`src/rtl/ahbce_pkg.sv`:
```
package ahbce_pkg;

  typedef enum logic [2:0] {
    ST_IDLE,
    ST_SYNC,
    ST_ADDR,
    ST_DATA,
    ST_RESP
  } xfer_st_e;

  typedef enum logic [1:0] {
    RK_NONE,
    RK_LOCAL,
    RK_BUFWR,
    RK_AHB
  } req_kind_e;

  localparam logic [1:0] TR_IDLE   = 2'b00;
  localparam logic [1:0] TR_NONSEQ = 2'b10;

  // Stalled core cycles for one bus transfer.
  function automatic int unsigned stall_len(input int unsigned sync_wait,
                                            input int unsigned ratio,
                                            input int unsigned waits);
    return sync_wait + 1 + ratio * (waits + 2);
  endfunction

endpackage

```
`src/rtl/ahbce_req_classify.sv`:
```
module ahbce_req_classify
  import ahbce_pkg::*;
(
  input  logic      req_valid,
  input  logic      req_local,
  input  logic      req_write,
  input  logic      req_buf,
  output req_kind_e kind
);

  always_comb begin
    if (!req_valid)                kind = RK_NONE;
    else if (req_local)            kind = RK_LOCAL;
    else if (req_write && req_buf) kind = RK_BUFWR;
    else                           kind = RK_AHB;
  end

endmodule

```
`src/rtl/ahbce_xfer_fsm.sv`:
```
module ahbce_xfer_fsm
  import ahbce_pkg::*;
(
  input  logic      clk,
  input  logic      rst_n,
  input  logic      hclk_en,
  input  logic      hready,
  input  logic      wb_full,
  input  req_kind_e kind,
  output xfer_st_e  st_o,
  output logic      load_addr,
  output logic      addr_acc,
  output logic      xfer_done,
  output logic      core_en,
  output logic      wb_push,
  output logic      tcm_sel
);

  xfer_st_e st, nxt;
  logic     bus_edge_ready;

  assign bus_edge_ready = hclk_en & hready;
  assign st_o = st;

  always_comb begin
    nxt       = st;
    load_addr = 1'b0;
    addr_acc  = 1'b0;
    xfer_done = 1'b0;
    case (st)
      ST_IDLE: if (kind == RK_AHB) begin
        if (hclk_en) begin
          nxt       = ST_ADDR;
          load_addr = 1'b1;
        end else begin
          nxt = ST_SYNC;
        end
      end
      ST_SYNC: if (hclk_en) begin
        nxt       = ST_ADDR;
        load_addr = 1'b1;
      end
      ST_ADDR: if (bus_edge_ready) begin
        nxt      = ST_DATA;
        addr_acc = 1'b1;
      end
      ST_DATA: if (bus_edge_ready) begin
        nxt       = ST_RESP;
        xfer_done = 1'b1;
      end
      ST_RESP: nxt = ST_IDLE;
      default: nxt = ST_IDLE;
    endcase
  end

  always_ff @(posedge clk or negedge rst_n) begin
    if (!rst_n) st <= ST_IDLE;
    else        st <= nxt;
  end

  logic idle_free;
  assign idle_free = (st == ST_IDLE) && (kind != RK_AHB) &&
                     !((kind == RK_BUFWR) && wb_full);
  assign core_en = idle_free || (st == ST_RESP);
  assign wb_push = (st == ST_IDLE) && (kind == RK_BUFWR) && !wb_full;
  assign tcm_sel = (st == ST_IDLE) && (kind == RK_LOCAL);

  // a pending request stays in sync until a bus edge arrives
  p_sync_wait_r6: assert property (@(posedge clk) disable iff (!rst_n)
    (st == ST_SYNC && !hclk_en) |=> (st == ST_SYNC));

  // the data phase persists until hready and the enable coincide
  p_done_qual_r4: assert property (@(posedge clk) disable iff (!rst_n)
    (st == ST_DATA && !(hclk_en && hready)) |=> (st == ST_DATA));

  // the response cycle lasts exactly one cycle
  p_resp_once_r5: assert property (@(posedge clk) disable iff (!rst_n)
    (st == ST_RESP) |=> (st == ST_IDLE));

endmodule

```
`src/rtl/ahbce_bus_regs.sv`:
```
module ahbce_bus_regs
  import ahbce_pkg::*;
#(
  parameter int AW = 32,
  parameter int DW = 32
) (
  input  logic          clk,
  input  logic          rst_n,
  input  logic          hclk_en,
  input  logic          in_data,
  input  logic          load_addr,
  input  logic          addr_acc,
  input  logic          xfer_done,
  input  logic [AW-1:0] req_addr,
  input  logic          req_write,
  input  logic [2:0]    req_size,
  input  logic [3:0]    req_prot,
  input  logic [DW-1:0] req_wdata,
  input  logic [DW-1:0] hrdata,
  input  logic          hresp,
  output logic [AW-1:0] haddr,
  output logic [1:0]    htrans,
  output logic          hwrite,
  output logic [2:0]    hsize,
  output logic [3:0]    hprot,
  output logic [DW-1:0] hwdata,
  output logic [DW-1:0] rsp_rdata,
  output logic          rsp_abort
);

  always_ff @(posedge clk or negedge rst_n) begin
    if (!rst_n) begin
      haddr     <= '0;
      htrans    <= TR_IDLE;
      hwrite    <= 1'b0;
      hsize     <= '0;
      hprot     <= '0;
      hwdata    <= '0;
      rsp_rdata <= '0;
      rsp_abort <= 1'b0;
    end else begin
      if (load_addr) begin
        haddr  <= req_addr;
        hwrite <= req_write;
        hsize  <= req_size;
        hprot  <= req_prot;
        htrans <= TR_NONSEQ;
      end else if (addr_acc) begin
        htrans <= TR_IDLE;
      end
      if (addr_acc && hwrite) hwdata <= req_wdata;
      if (xfer_done && !hwrite) rsp_rdata <= hrdata;
      rsp_abort <= xfer_done & hresp;
    end
  end

  // bus transfer type only moves on a bus-clock edge
  p_htrans_edge_r2: assert property (@(posedge clk) disable iff (!rst_n)
    (htrans != $past(htrans)) |-> $past(hclk_en));

  // write data holds across the data phase
  p_hwdata_hold_r7: assert property (@(posedge clk) disable iff (!rst_n)
    (in_data && $past(in_data)) |-> $stable(hwdata));

  // abort is a single-cycle flag
  p_abort_pulse_r9: assert property (@(posedge clk) disable iff (!rst_n)
    rsp_abort |=> !rsp_abort);

endmodule

```
`src/rtl/ahb_ce_master.sv`:
```
module ahb_ce_master
  import ahbce_pkg::*;
#(
  parameter int AW = 32,
  parameter int DW = 32
) (
  input  logic          clk,
  input  logic          rst_n,
  input  logic          hclk_en,
  input  logic          req_valid,
  input  logic          req_local,
  input  logic          req_write,
  input  logic          req_buf,
  input  logic [AW-1:0] req_addr,
  input  logic [2:0]    req_size,
  input  logic [3:0]    req_prot,
  input  logic [DW-1:0] req_wdata,
  input  logic          wb_full,
  output logic          core_en,
  output logic [DW-1:0] rsp_rdata,
  output logic          rsp_abort,
  output logic          wb_push,
  output logic          tcm_sel,
  output logic [AW-1:0] haddr,
  output logic [1:0]    htrans,
  output logic          hwrite,
  output logic [2:0]    hsize,
  output logic [3:0]    hprot,
  output logic [DW-1:0] hwdata,
  input  logic [DW-1:0] hrdata,
  input  logic          hready,
  input  logic          hresp
);

  req_kind_e kind_w;
  xfer_st_e  st_w;
  logic      load_addr_w, addr_acc_w, xfer_done_w, in_data_w;

  assign in_data_w = (st_w == ST_DATA);

  ahbce_req_classify u_classify (
    .req_valid (req_valid),
    .req_local (req_local),
    .req_write (req_write),
    .req_buf   (req_buf),
    .kind      (kind_w)
  );

  ahbce_xfer_fsm u_fsm (
    .clk       (clk),
    .rst_n     (rst_n),
    .hclk_en   (hclk_en),
    .hready    (hready),
    .wb_full   (wb_full),
    .kind      (kind_w),
    .st_o      (st_w),
    .load_addr (load_addr_w),
    .addr_acc  (addr_acc_w),
    .xfer_done (xfer_done_w),
    .core_en   (core_en),
    .wb_push   (wb_push),
    .tcm_sel   (tcm_sel)
  );

  ahbce_bus_regs #(.AW(AW), .DW(DW)) u_regs (
    .clk       (clk),
    .rst_n     (rst_n),
    .hclk_en   (hclk_en),
    .in_data   (in_data_w),
    .load_addr (load_addr_w),
    .addr_acc  (addr_acc_w),
    .xfer_done (xfer_done_w),
    .req_addr  (req_addr),
    .req_write (req_write),
    .req_size  (req_size),
    .req_prot  (req_prot),
    .req_wdata (req_wdata),
    .hrdata    (hrdata),
    .hresp     (hresp),
    .haddr     (haddr),
    .htrans    (htrans),
    .hwrite    (hwrite),
    .hsize     (hsize),
    .hprot     (hprot),
    .hwdata    (hwdata),
    .rsp_rdata (rsp_rdata),
    .rsp_abort (rsp_abort)
  );

  // a bus request outside its response cycle keeps the core stalled
  p_stall_r5: assert property (@(posedge clk) disable iff (!rst_n)
    (kind_w == RK_AHB && st_w != ST_RESP) |-> !core_en);

  // local access in idle is never held
  p_local_free_r10: assert property (@(posedge clk) disable iff (!rst_n)
    (kind_w == RK_LOCAL && st_w == ST_IDLE) |-> core_en);

  // nothing pushed into a full write buffer
  p_no_overflow_r11: assert property (@(posedge clk) disable iff (!rst_n)
    wb_push |-> !wb_full);

endmodule

```
`config.mk`:
```
export PLATFORM = sky130hd
export DESIGN_NAME = ahb_ce_master
export DESIGN_NICKNAME = d
export VERILOG_FILES = /design/src/rtl/ahbce_pkg.sv /design/src/rtl/ahbce_req_classify.sv /design/src/rtl/ahbce_xfer_fsm.sv /design/src/rtl/ahbce_bus_regs.sv /design/src/rtl/ahb_ce_master.sv
export SDC_FILE = /design/constraint.sdc
export NUM_CORES = 1
export LEC_CHECK = 0
export CELL_PAD_IN_SITES_DETAIL_PLACEMENT = 1
export CELL_PAD_IN_SITES_GLOBAL_PLACEMENT = 1
export CORE_ASPECT_RATIO = 0.6
export CORE_MARGIN = 2
export CORE_UTILIZATION = 31
export DETAILED_ROUTE_END_ITERATION = 8
export PLACE_DENSITY_LB_ADDON = 0.1
export SYNTH_ARGS = -nofsm -noshare
export SYNTH_HDL_FRONTEND = slang
export SYNTH_SLANG_ARGS = --single-unit
```
`constraint.sdc`:
```
create_clock -name clk -period 2 [get_ports clk]
set_input_delay 0.6 -clock clk [delete_from_list [all_inputs] [get_ports clk]]
set_output_delay 0.6 -clock clk [all_outputs]
set_load 0.01 [all_outputs]
```
==> impl_results.html, run 1 <==
<table>
<tr><th>Metric</th><th>Value</th></tr>
<tr><th colspan="2">Route</th></tr>
<tr><td>Remaining antenna violation count</td><td>0</td></tr>
<tr><td>Length of the first detailed-routing pass in iterations</td><td>4</td></tr>
<tr><td>Wire length per cell</td><td>17.2 um</td></tr>
<tr><td>Mean number of vias per cell</td><td>4.33</td></tr>
<tr><td>Vias post-DR</td><td>2990</td></tr>
<tr><td>Final routed DRC violation total</td><td>0</td></tr>
<tr><td>Routed wire length</td><td>11.9 mm</td></tr>
<tr><td>Iter 0 DRT Violations</td><td>74</td></tr>
<tr><th colspan="2">Critical path</th></tr>
<tr><td>Worst setup path category</td><td>in2out</td></tr>
<tr><td>Setup crit end kind</td><td>output pin</td></tr>
<tr><td>Required @ worst endpoint</td><td>1.40 ns</td></tr>
<tr><td>Crit-path max FO</td><td>3</td></tr>
<tr><td>Nature of the critical path startpoint</td><td>input port</td></tr>
<tr><td>Worst Path Arrival</td><td>1.36 ns</td></tr>
<tr><th colspan="2">Final layout</th></tr>
<tr><td>Multi-input gate area in the final layout</td><td>1500 sq um</td></tr>
<tr><td>Post-route insts no fill</td><td>690</td></tr>
<tr><td>FF+latch area</td><td>2730 sq um</td></tr>
<tr><td>Growth of design area from synthesis to finish</td><td>67.4%</td></tr>
<tr><td>Final Net Count</td><td>606</td></tr>
<tr><td>Layout cell share with drive strength beyond 1</td><td>31.0%</td></tr>
<tr><td>Fin area</td><td>7260 sq um</td></tr>
<tr><td>Fill count</td><td>1359</td></tr>
<tr><th colspan="2">Clock network</th></tr>
<tr><td>Worst-path clk slew</td><td>0.07 ns</td></tr>
<tr><td>CTS tree</td><td>built</td></tr>
<tr><td>Root Buffer</td><td>clkbuf_16</td></tr>
<tr><td>Clock sink count</td><td>109</td></tr>
<tr><td>Number of CTS-inserted buffers</td><td>9</td></tr>
<tr><td>H-tree depth</td><td>3</td></tr>
<tr><td>Insertion delay to the later sink of the worst-skew pair</td><td>0.34 ns</td></tr>
<tr><td>Post-CTS Hold Buffers</td><td>0</td></tr>
<tr><td>Buffer depth of the longest clock path</td><td>2</td></tr>
<tr><th colspan="2">Job</th></tr>
<tr><td>Number of maximum-capacitance violations</td><td>0</td></tr>
<tr><th colspan="2">Place</th></tr>
<tr><td>Cell count after placement</td><td>673</td></tr>
<tr><td>Half-perimeter wire length after placement</td><td>9.13 mm</td></tr>
<tr><td>Placement Cell Area</td><td>6890 sq um</td></tr>
<tr><td>Buffers added on ports</td><td>221</td></tr>
<tr><td>DP Worst Slack</td><td>-0.912 ns</td></tr>
<tr><td>Placer Congestion</td><td>0.743</td></tr>
<tr><th colspan="2">Yosys</th></tr>
<tr><td>Proportion of register bits with asynchronous set or reset after synthesis</td><td>100%</td></tr>
<tr><td>Post-synthesis sequential element count</td><td>109</td></tr>
<tr><td>Synthesized area divided by synthesized cell count</td><td>17.0 sq um</td></tr>
<tr><td>Sequential share of the synthesized area</td><td>62.9%</td></tr>
<tr><td>Number of enable flip-flop cells after synthesis</td><td>0</td></tr>
<tr><td>Number of warnings printed during yosys synthesis</td><td>0</td></tr>
<tr><td>Unique cell type count in the Yosys netlist</td><td>29</td></tr>
<tr><td>Synthesized netlist cell count</td><td>255</td></tr>
<tr><td>Mapped Area</td><td>4340 sq um</td></tr>
<tr><td>Top flip-flop cell by instance count after synthesis</td><td>dfrtp_1</td></tr>
<tr><td>Mapped Nets</td><td>368</td></tr>
<tr><th colspan="2">STA</th></tr>
<tr><td>Highest attainable clock frequency</td><td>510 MHz</td></tr>
<tr><td>Sum Neg Setup Slack</td><td>0 ns</td></tr>
<tr><td>RSZ-0062 raised after global routing</td><td>no</td></tr>
<tr><td>Tcrit/Tclk final</td><td>98.0%</td></tr>
<tr><td>Final number of hold-violating endpoints</td><td>0</td></tr>
<tr><td>Final critical-path required period</td><td>1.96 ns</td></tr>
<tr><td>Worst Clk Skew</td><td>0.00726 ns</td></tr>
<tr><td>Final WS setup</td><td>0.0395 ns</td></tr>
<tr><td>Number of pins exceeding their max-slew limit in the final report</td><td>0</td></tr>
<tr><td>Count of endpoints failing setup in the final report</td><td>0</td></tr>
<tr><th colspan="2">Power and ir drop</th></tr>
<tr><td>Flop pwr share</td><td>36.1%</td></tr>
<tr><td>Total leakage power</td><td>3.11 nW</td></tr>
<tr><td>Internal power consumption</td><td>7.73 mW</td></tr>
<tr><td>Combinational share of power</td><td>44.8%</td></tr>
<tr><td>Overall power after layout</td><td>10.7 mW</td></tr>
<tr><td>Share of total power in the clock network</td><td>19.1%</td></tr>
<tr><td>Net switching share of the total power</td><td>28.0%</td></tr>
<tr><td>Worst voltage drop across the vdd grid</td><td>0.513 mV</td></tr>
<tr><td>Net Switching</td><td>3.01 mW</td></tr>
<tr><td>Power density normalized to cell area</td><td>1480 nW/um^2</td></tr>
<tr><th colspan="2">Global routing</th></tr>
<tr><td>Global Route Usage Sum</td><td>16.3%</td></tr>
<tr><td>Global-route wire length before repair</td><td>18.4 mm</td></tr>
<tr><td>GR Overflow Total</td><td>0</td></tr>
<tr><td>Initial antenna violation count</td><td>2</td></tr>
<tr><td>Largest net degree at the start of global routing</td><td>33</td></tr>
<tr><td>Number of global-route vias before repair</td><td>3319</td></tr>
<tr><th colspan="2">Floorplanning</th></tr>
<tr><td>FP Rows</td><td>33</td></tr>
<tr><td>Area of the core</td><td>13700 sq um</td></tr>
<tr><td>Die Wd</td><td>157 um</td></tr>
<tr><td>Height of the die</td><td>95.6 um</td></tr>
<tr><td>Initial cell density of the core</td><td>31.7%</td></tr>
<tr><td>Number of ports placed on the die boundary</td><td>223</td></tr>
<tr><td>Area enclosed by the die boundary</td><td>15000 sq um</td></tr>
<tr><th colspan="2">Worst hold path</th></tr>
<tr><td>Path category of the worst min-delay check</td><td>in2async</td></tr>
<tr><th colspan="2">Run status</th></tr>
<tr><td>Status</td><td>finished clean</td></tr>
</table>
## per-stage QoR
stage / util [%] / hold slack (ns)
after floorplan: - / 0.304
after global placement: 50.4 / 0.458
after detailed placement: 50.4 / 0.478
after CTS: 53.0 / 0.220
after global routing: 53.1 / 0.224
final: 53.1 / 0.204
## worst max-delay path, stage by stage
cell	delay, ns
dlygate4sd2_1	0.24
nand2b_4	0.15
and4b_1	0.23
buf_2	0.14
## layer usage
metal / share of wire [%] / up-vias / GRT usage, %
met5: 0.059 / - / 0
met2: 46 / 124 / 25.5
met1: 43 / 1488 / 20.4
li1: - / 1370 / -
met4: 0.38 / 2 / 2.75
met3: 11 / 6 / 8.73
## cell families after synthesis
logic type / share of synthesized area, %
AO/OA/AOI/OAI: 0.952
buffers and inverters: 3.35
flip-flops: 62.9
multiplexers: 29.6
other: 0.0865
AND/OR/NAND/NOR: 3.09
## cell usage in the layout (no fill, tap or decap), drive strengths merged
cell type      count
clkdlybuf4s50    209
dfrtp            109
mux2             104
buf               25
clkbuf            11
dlygate4sd2        4
nand2              3
bufinv             3
nor2               3
and2               2
nor2b              2
inv                2
and3               2
o21ai              2
nor3               2
and4b              2
diode              1
nand2b             1
and4               1
nand3              1
a21oi              1
a41o               1
nand3b             1
o31ai              1
a22oi              1
conb               1
clkinv             1
clkdlybuf4s15      1
dlymetal6s2s       1
## timing repair
item                       4_1_cts  5_1_grt
setup buffers                    0        1
hold endpoints to repair         0        0
setup endpoints to repair       58        3
pin swaps                        3        2
resized for setup               33        4
cloned                           0        0
## final cells by class
| type | count | area share [%] |
|---|---|---|
| Timing Repair Buffer | 240 | 33.5 |
| Antenna cell | 1 | 0.0345 |
| Tap cell | 192 | 3.31 |
| Sequential cell | 109 | 37.6 |
| Inverter | 2 | 0.103 |
| Multi-Input combinational cell | 131 | 20.6 |
| Clock inverter | 4 | 1.31 |
| Clock buffer | 11 | 3.48 |
## flip-flops by register name, indices dropped and copies added, names as in the netlist
| signal | count |
|---|---|
| u_regs.htrans | 1 |
| u_regs.hwdata | 32 |
| u_regs.rsp_abort | 1 |
| u_regs.rsp_rdata | 32 |
| u_fsm.st_o | 3 |
| u_regs.hsize | 3 |
| u_regs.haddr | 32 |
| u_regs.hprot | 4 |
| u_regs.hwrite | 1 |
## cell usage after synthesis, types with 2 or more instances
cell,n,area [sq um]
dfrtp_1,109,2730
mux2_2,71,800
mux2_4,30,450
buf_2,5,25.0
buf_6,4,45.0
buf_12,3,60.1
mux2_1,3,33.8
nand2_1,3,11.3
nor2_1,3,11.3
and3_2,2,15.0
inv_1,2,7.51
nor3_1,2,10.0
o21ai_0,2,10.0
## power by group through the flow
| stage | combinational (mW) | sequential, mW | clock [mW] |
|---|---|---|---|
| 2_1_floorplan | 1.47 | 4.37 | 0 |
| 3_3_place_gp | 4.79 | 3.84 | 0 |
| 3_5_place_dp | 4.86 | 3.92 | 0 |
| 4_1_cts | 4.88 | 3.90 | 2.13 |
| 5_1_grt | 5.13 | 4.04 | 2.23 |
| 6_report | 4.81 | 3.88 | 2.05 |
## worst paths after layout
check / cells past startpoint / slack (ns) / end / start
max in group asynchronous: 2 / 1.25 / u_regs.rsp_rdata[0] / rst_n
min in group clk: 1 / 0.49 / u_regs.hwdata[0] / u_regs.hwdata[0]
min: 1 / 0.20 / u_regs.hwdata[29] / rst_n
max reg2reg: 6 / 0.09 / u_regs.rsp_rdata[0] / u_fsm.st_o[2]
max: 4 / 0.04 / wb_push / req_local
min reg2reg: 1 / 0.49 / u_regs.hwdata[0] / u_regs.hwdata[0]
(Power assumes the default switching activity.)
==> inputs of run 2 (changes only) <==
==> constraint.sdc (replaced) <==
create_clock -name clk -period 2 [get_ports clk]
set_input_delay 0.6 -clock clk [delete_from_list [all_inputs] [get_ports clk]]
set_output_delay 0.6 -clock clk [all_outputs]
set_load 0.05 [all_outputs]
==> run 2 against run 1 <==
  * Core utilization down 1.7 points
  * Critical endpoint unchanged
  * Largest power group unchanged
  * Global-route usage increased by 0.73 points
  * Sequential power barely moved
  * Critical path type unchanged
==> impl_results.html, run 2 (synthesis gave the netlist of run 1 again) <==
<table>
<tr><th>Metric</th><th>Value</th></tr>
<tr><th colspan="2">Run status</th></tr>
<tr><td>Status</td><td>finished clean (unchanged)</td></tr>
<tr><th colspan="2">Critical path</th></tr>
<tr><td>CP peak stage delay</td><td>0.26 ns (was 0.24 ns)</td></tr>
<tr><td>Worst Reg2Reg Path Length in Cells</td><td>6 (unchanged)</td></tr>
<tr><td>Setup crit end kind</td><td>output pin (unchanged)</td></tr>
<tr><td>Critical register-to-register path startpoint</td><td>u_fsm.st_o[2] (unchanged)</td></tr>
<tr><td>Crit-path slowest cell</td><td>and4b_1 (was dlygate4sd2_1)</td></tr>
<tr><td>Setup slack on the worst flop-to-flop path</td><td>0.14 ns (was 0.09 ns)</td></tr>
<tr><td>Kind of cell with the highest combined delay on the critical path</td><td>simple AND/OR/NAND/NOR gates (was buffers and inverters)</td></tr>
<tr><td>Reg2Reg Capture Point</td><td>u_regs.rsp_rdata[17] (was u_regs.rsp_rdata[0])</td></tr>
<tr><td>Crit-path max FO</td><td>2 (was 3)</td></tr>
<tr><td>Required @ worst endpoint</td><td>1.40 ns (about the same)</td></tr>
<tr><td>Crit path depth</td><td>5 (was 4)</td></tr>
<tr><td>Series of cell instances along the critical path</td><td>buf_6 &gt; and2_4 &gt; nor2b_4 &gt; and4b_1 &gt; buf_12 (was dlygate4sd2_1 &gt; nand2b_4 &gt; and4b_1 &gt; buf_2)</td></tr>
<tr><td>Nature of the critical path startpoint</td><td>input port (unchanged)</td></tr>
<tr><td>Number of buffers and inverters on the critical path</td><td>2 (unchanged)</td></tr>
<tr><td>Worst setup path category</td><td>in2out (unchanged)</td></tr>
<tr><td>Worst Path Arrival</td><td>1.38 ns (was 1.36 ns)</td></tr>
<tr><th colspan="2">Route</th></tr>
<tr><td>Vias post-DR</td><td>3036 (was 2990)</td></tr>
<tr><td>Final routed DRC violation total</td><td>0 (unchanged)</td></tr>
<tr><td>Remaining antenna violation count</td><td>0 (unchanged)</td></tr>
<tr><td>Iter 0 DRT Violations</td><td>94 (was 74)</td></tr>
<tr><td>Routed wire length</td><td>12.2 mm (was 11.9 mm)</td></tr>
<tr><td>Length of the first detailed-routing pass in iterations</td><td>4 (unchanged)</td></tr>
<tr><td>Mean number of vias per cell</td><td>4.37 (was 4.33)</td></tr>
<tr><td>Wire length per cell</td><td>17.5 um (was 17.2 um)</td></tr>
<tr><th colspan="2">Job</th></tr>
<tr><td>Number of maximum-capacitance violations</td><td>0 (unchanged)</td></tr>
<tr><th colspan="2">Clock network</th></tr>
<tr><td>Number of CTS-inserted buffers</td><td>9 (unchanged)</td></tr>
<tr><td>Insertion delay to the later sink of the worst-skew pair</td><td>0.34 ns (about the same)</td></tr>
<tr><td>Buffer depth of the longest clock path</td><td>2 (unchanged)</td></tr>
<tr><td>Clock sink count</td><td>109 (unchanged)</td></tr>
<tr><td>CTS tree</td><td>built (unchanged)</td></tr>
<tr><td>Worst-path clk slew</td><td>0.07 ns (about the same)</td></tr>
<tr><td>H-tree depth</td><td>3 (unchanged)</td></tr>
<tr><td>Root Buffer</td><td>clkbuf_16 (unchanged)</td></tr>
<tr><th colspan="2">Floorplanning</th></tr>
<tr><td>Initial cell density of the core</td><td>31.7% (unchanged)</td></tr>
<tr><td>Height of the die</td><td>95.6 um (unchanged)</td></tr>
<tr><td>Area enclosed by the die boundary</td><td>15000 sq um (unchanged)</td></tr>
<tr><td>Die Wd</td><td>157 um (unchanged)</td></tr>
<tr><td>Number of ports placed on the die boundary</td><td>223 (unchanged)</td></tr>
<tr><td>Area of the core</td><td>13700 sq um (unchanged)</td></tr>
<tr><td>FP Rows</td><td>33 (unchanged)</td></tr>
<tr><th colspan="2">Final layout</th></tr>
<tr><td>Layout cell share with drive strength beyond 1</td><td>53.1% (was 31.0%)</td></tr>
<tr><td>Growth of design area from synthesis to finish</td><td>62.2% (was 67.4%)</td></tr>
<tr><td>Registers with the most flip-flops</td><td>u_regs.haddr x32, u_regs.hwdata x32, u_regs.rsp_rdata x32 (unchanged)</td></tr>
<tr><td>Post-route insts no fill</td><td>695 (was 690)</td></tr>
<tr><td>Most frequent standard cell in the layout excluding fill and tap cells</td><td>buf_4 (was clkdlybuf4s50_1)</td></tr>
<tr><td>Final Net Count</td><td>611 (was 606)</td></tr>
<tr><td>Inserted Diodes</td><td>0 (was 1)</td></tr>
<tr><td>Commonest cells after routing, fill and taps aside</td><td>buf_4, dfrtp_1, clkdlybuf4s50_1, mux2_2, mux2_4 (was clkdlybuf4s50_1, dfrtp_1, mux2_2, mux2_4, buf_4)</td></tr>
<tr><th colspan="2">Worst hold path</th></tr>
<tr><td>Path category of the worst min-delay check</td><td>in2async (unchanged)</td></tr>
<tr><th colspan="2">STA</th></tr>
<tr><td>Worst Clk Skew</td><td>0.00421 ns (was 0.00726 ns)</td></tr>
<tr><td>Number of pins exceeding their max-slew limit in the final report</td><td>0 (unchanged)</td></tr>
<tr><td>Tightest hold margin</td><td>0.167 ns (was 0.204 ns)</td></tr>
<tr><td>Tcrit/Tclk final</td><td>99.0% (was 98.0%)</td></tr>
<tr><td>RSZ-0062 raised after global routing</td><td>yes (was no)</td></tr>
<tr><td>Final number of hold-violating endpoints</td><td>0 (unchanged)</td></tr>
<tr><td>Final critical-path required period</td><td>1.98 ns (was 1.96 ns)</td></tr>
<tr><td>Count of endpoints failing setup in the final report</td><td>0 (unchanged)</td></tr>
<tr><td>Highest attainable clock frequency</td><td>505 MHz (was 510 MHz)</td></tr>
<tr><td>Sum Neg Setup Slack</td><td>0 ns (unchanged)</td></tr>
<tr><th colspan="2">Place</th></tr>
<tr><td>Half-perimeter wire length after placement</td><td>9.09 mm (was 9.13 mm)</td></tr>
<tr><td>Cell count after placement</td><td>671 (was 673)</td></tr>
<tr><td>Placer Congestion</td><td>0.766 (was 0.743)</td></tr>
<tr><td>Buffers added on ports</td><td>221 (unchanged)</td></tr>
<tr><th colspan="2">Global routing</th></tr>
<tr><td>Largest net degree at the start of global routing</td><td>34 (was 33)</td></tr>
<tr><td>Number of global-route vias before repair</td><td>3495 (was 3319)</td></tr>
<tr><td>Global-route wire length before repair</td><td>19.3 mm (was 18.4 mm)</td></tr>
<tr><td>Initial antenna violation count</td><td>0 (was 2)</td></tr>
<tr><td>Global Route Usage Sum</td><td>17.1% (was 16.3%)</td></tr>
<tr><td>GR Overflow Total</td><td>0 (unchanged)</td></tr>
<tr><th colspan="2">Power and ir drop</th></tr>
<tr><td>Total leakage power</td><td>3.21 nW (was 3.11 nW)</td></tr>
<tr><td>Worst voltage drop across the vdd grid</td><td>0.999 mV (was 0.513 mV)</td></tr>
<tr><td>Power density normalized to cell area</td><td>1900 nW/um^2 (was 1480 nW/um^2)</td></tr>
<tr><td>Overall power after layout</td><td>13.4 mW (was 10.7 mW)</td></tr>
</table>
-- run 2: changes by cell type in the layout (fill, tap and decap cells not counted), sizes merged --
cell	delta
buf	+112
clkdlybuf4s50	-105
bufinv	-3
clkinvlp	+3
dlygate4sd2	-2
clkdlybuf4s15	+1
diode	-1
dlymetal6s2s	-1
inv	+1
-- run 2: worst max-delay path by stage --
stage,from,to,slack [ns]
6_report,req_buf,wb_push,0.02
3_3_place_gp,req_write,core_en,-0.46
5_1_grt,u_fsm.st_o[2],wb_push,-0.03
4_1_cts,req_write,wb_push,-0.007
3_5_place_dp,req_write,core_en,-0.47
2_1_floorplan,req_buf,wb_push,0.01
-- run 2: layer usage --
metal	routed length, um	global-route usage (%)
met2	5740	27.5
met5	0	0
met4	180	5.20
met3	1240	7.91
met1	5020	20.6
-- run 2: what timing repair did --
item / 4_1_cts / 5_1_grt
endpoints found under the setup margin: 66 / 3
hold buffers: 0 / 0
pin swaps: 2 / 4
gates cloned: 2 / 0
resized for setup: 31 / 1
setup buffers: 4 / 2
-- run 2: power by group --
group / switching [mW] / leakage, nW / internal (mW)
registers: 0.617 / 1.32 / 3.29
logic: 5.01 / 1.77 / 2.81
clock network: 0.811 / 0.122 / 0.850
-- run 2: worst reg2reg max path: cells and delay by family, from the launching register on --
| kind | cells | cell delay [ns] |
|---|---|---|
| DFF | 1 | 0.46 |
| muxes | 1 | 0.32 |
| and+or+nand+nor | 3 | 0.69 |
| buffers and inverters | 2 | 0.28 |
-- run 2: area by class of cell --
| type | instances | area (sq um) |
|---|---|---|
| timing repair buffer | 245 | 2270 |
| multi-input combinational | 131 | 1520 |
| inverter | 2 | 7.51 |
| clock inverter | 5 | 36.3 |
| clock buffer | 11 | 233 |
| sequential | 109 | 2730 |
| tap | 192 | 240 |
| fill | 1356 | 6640 |
-- run 2: per-stage QoR --
| step | setup slack [ns] | cell area (sq um) | utilization [%] |
|---|---|---|---|
| 6_report | 0.0206 | 7030 | 51.4 |
| 5_1_grt | -0.0336 | 7030 | 51.4 |
| 4_1_cts | -0.00664 | 7010 | 51.3 |
| 3_5_place_dp | -0.473 | 6610 | 48.4 |
| 3_3_place_gp | -0.462 | 6610 | 48.4 |
| 2_1_floorplan | 0.0112 | 4350 | - |
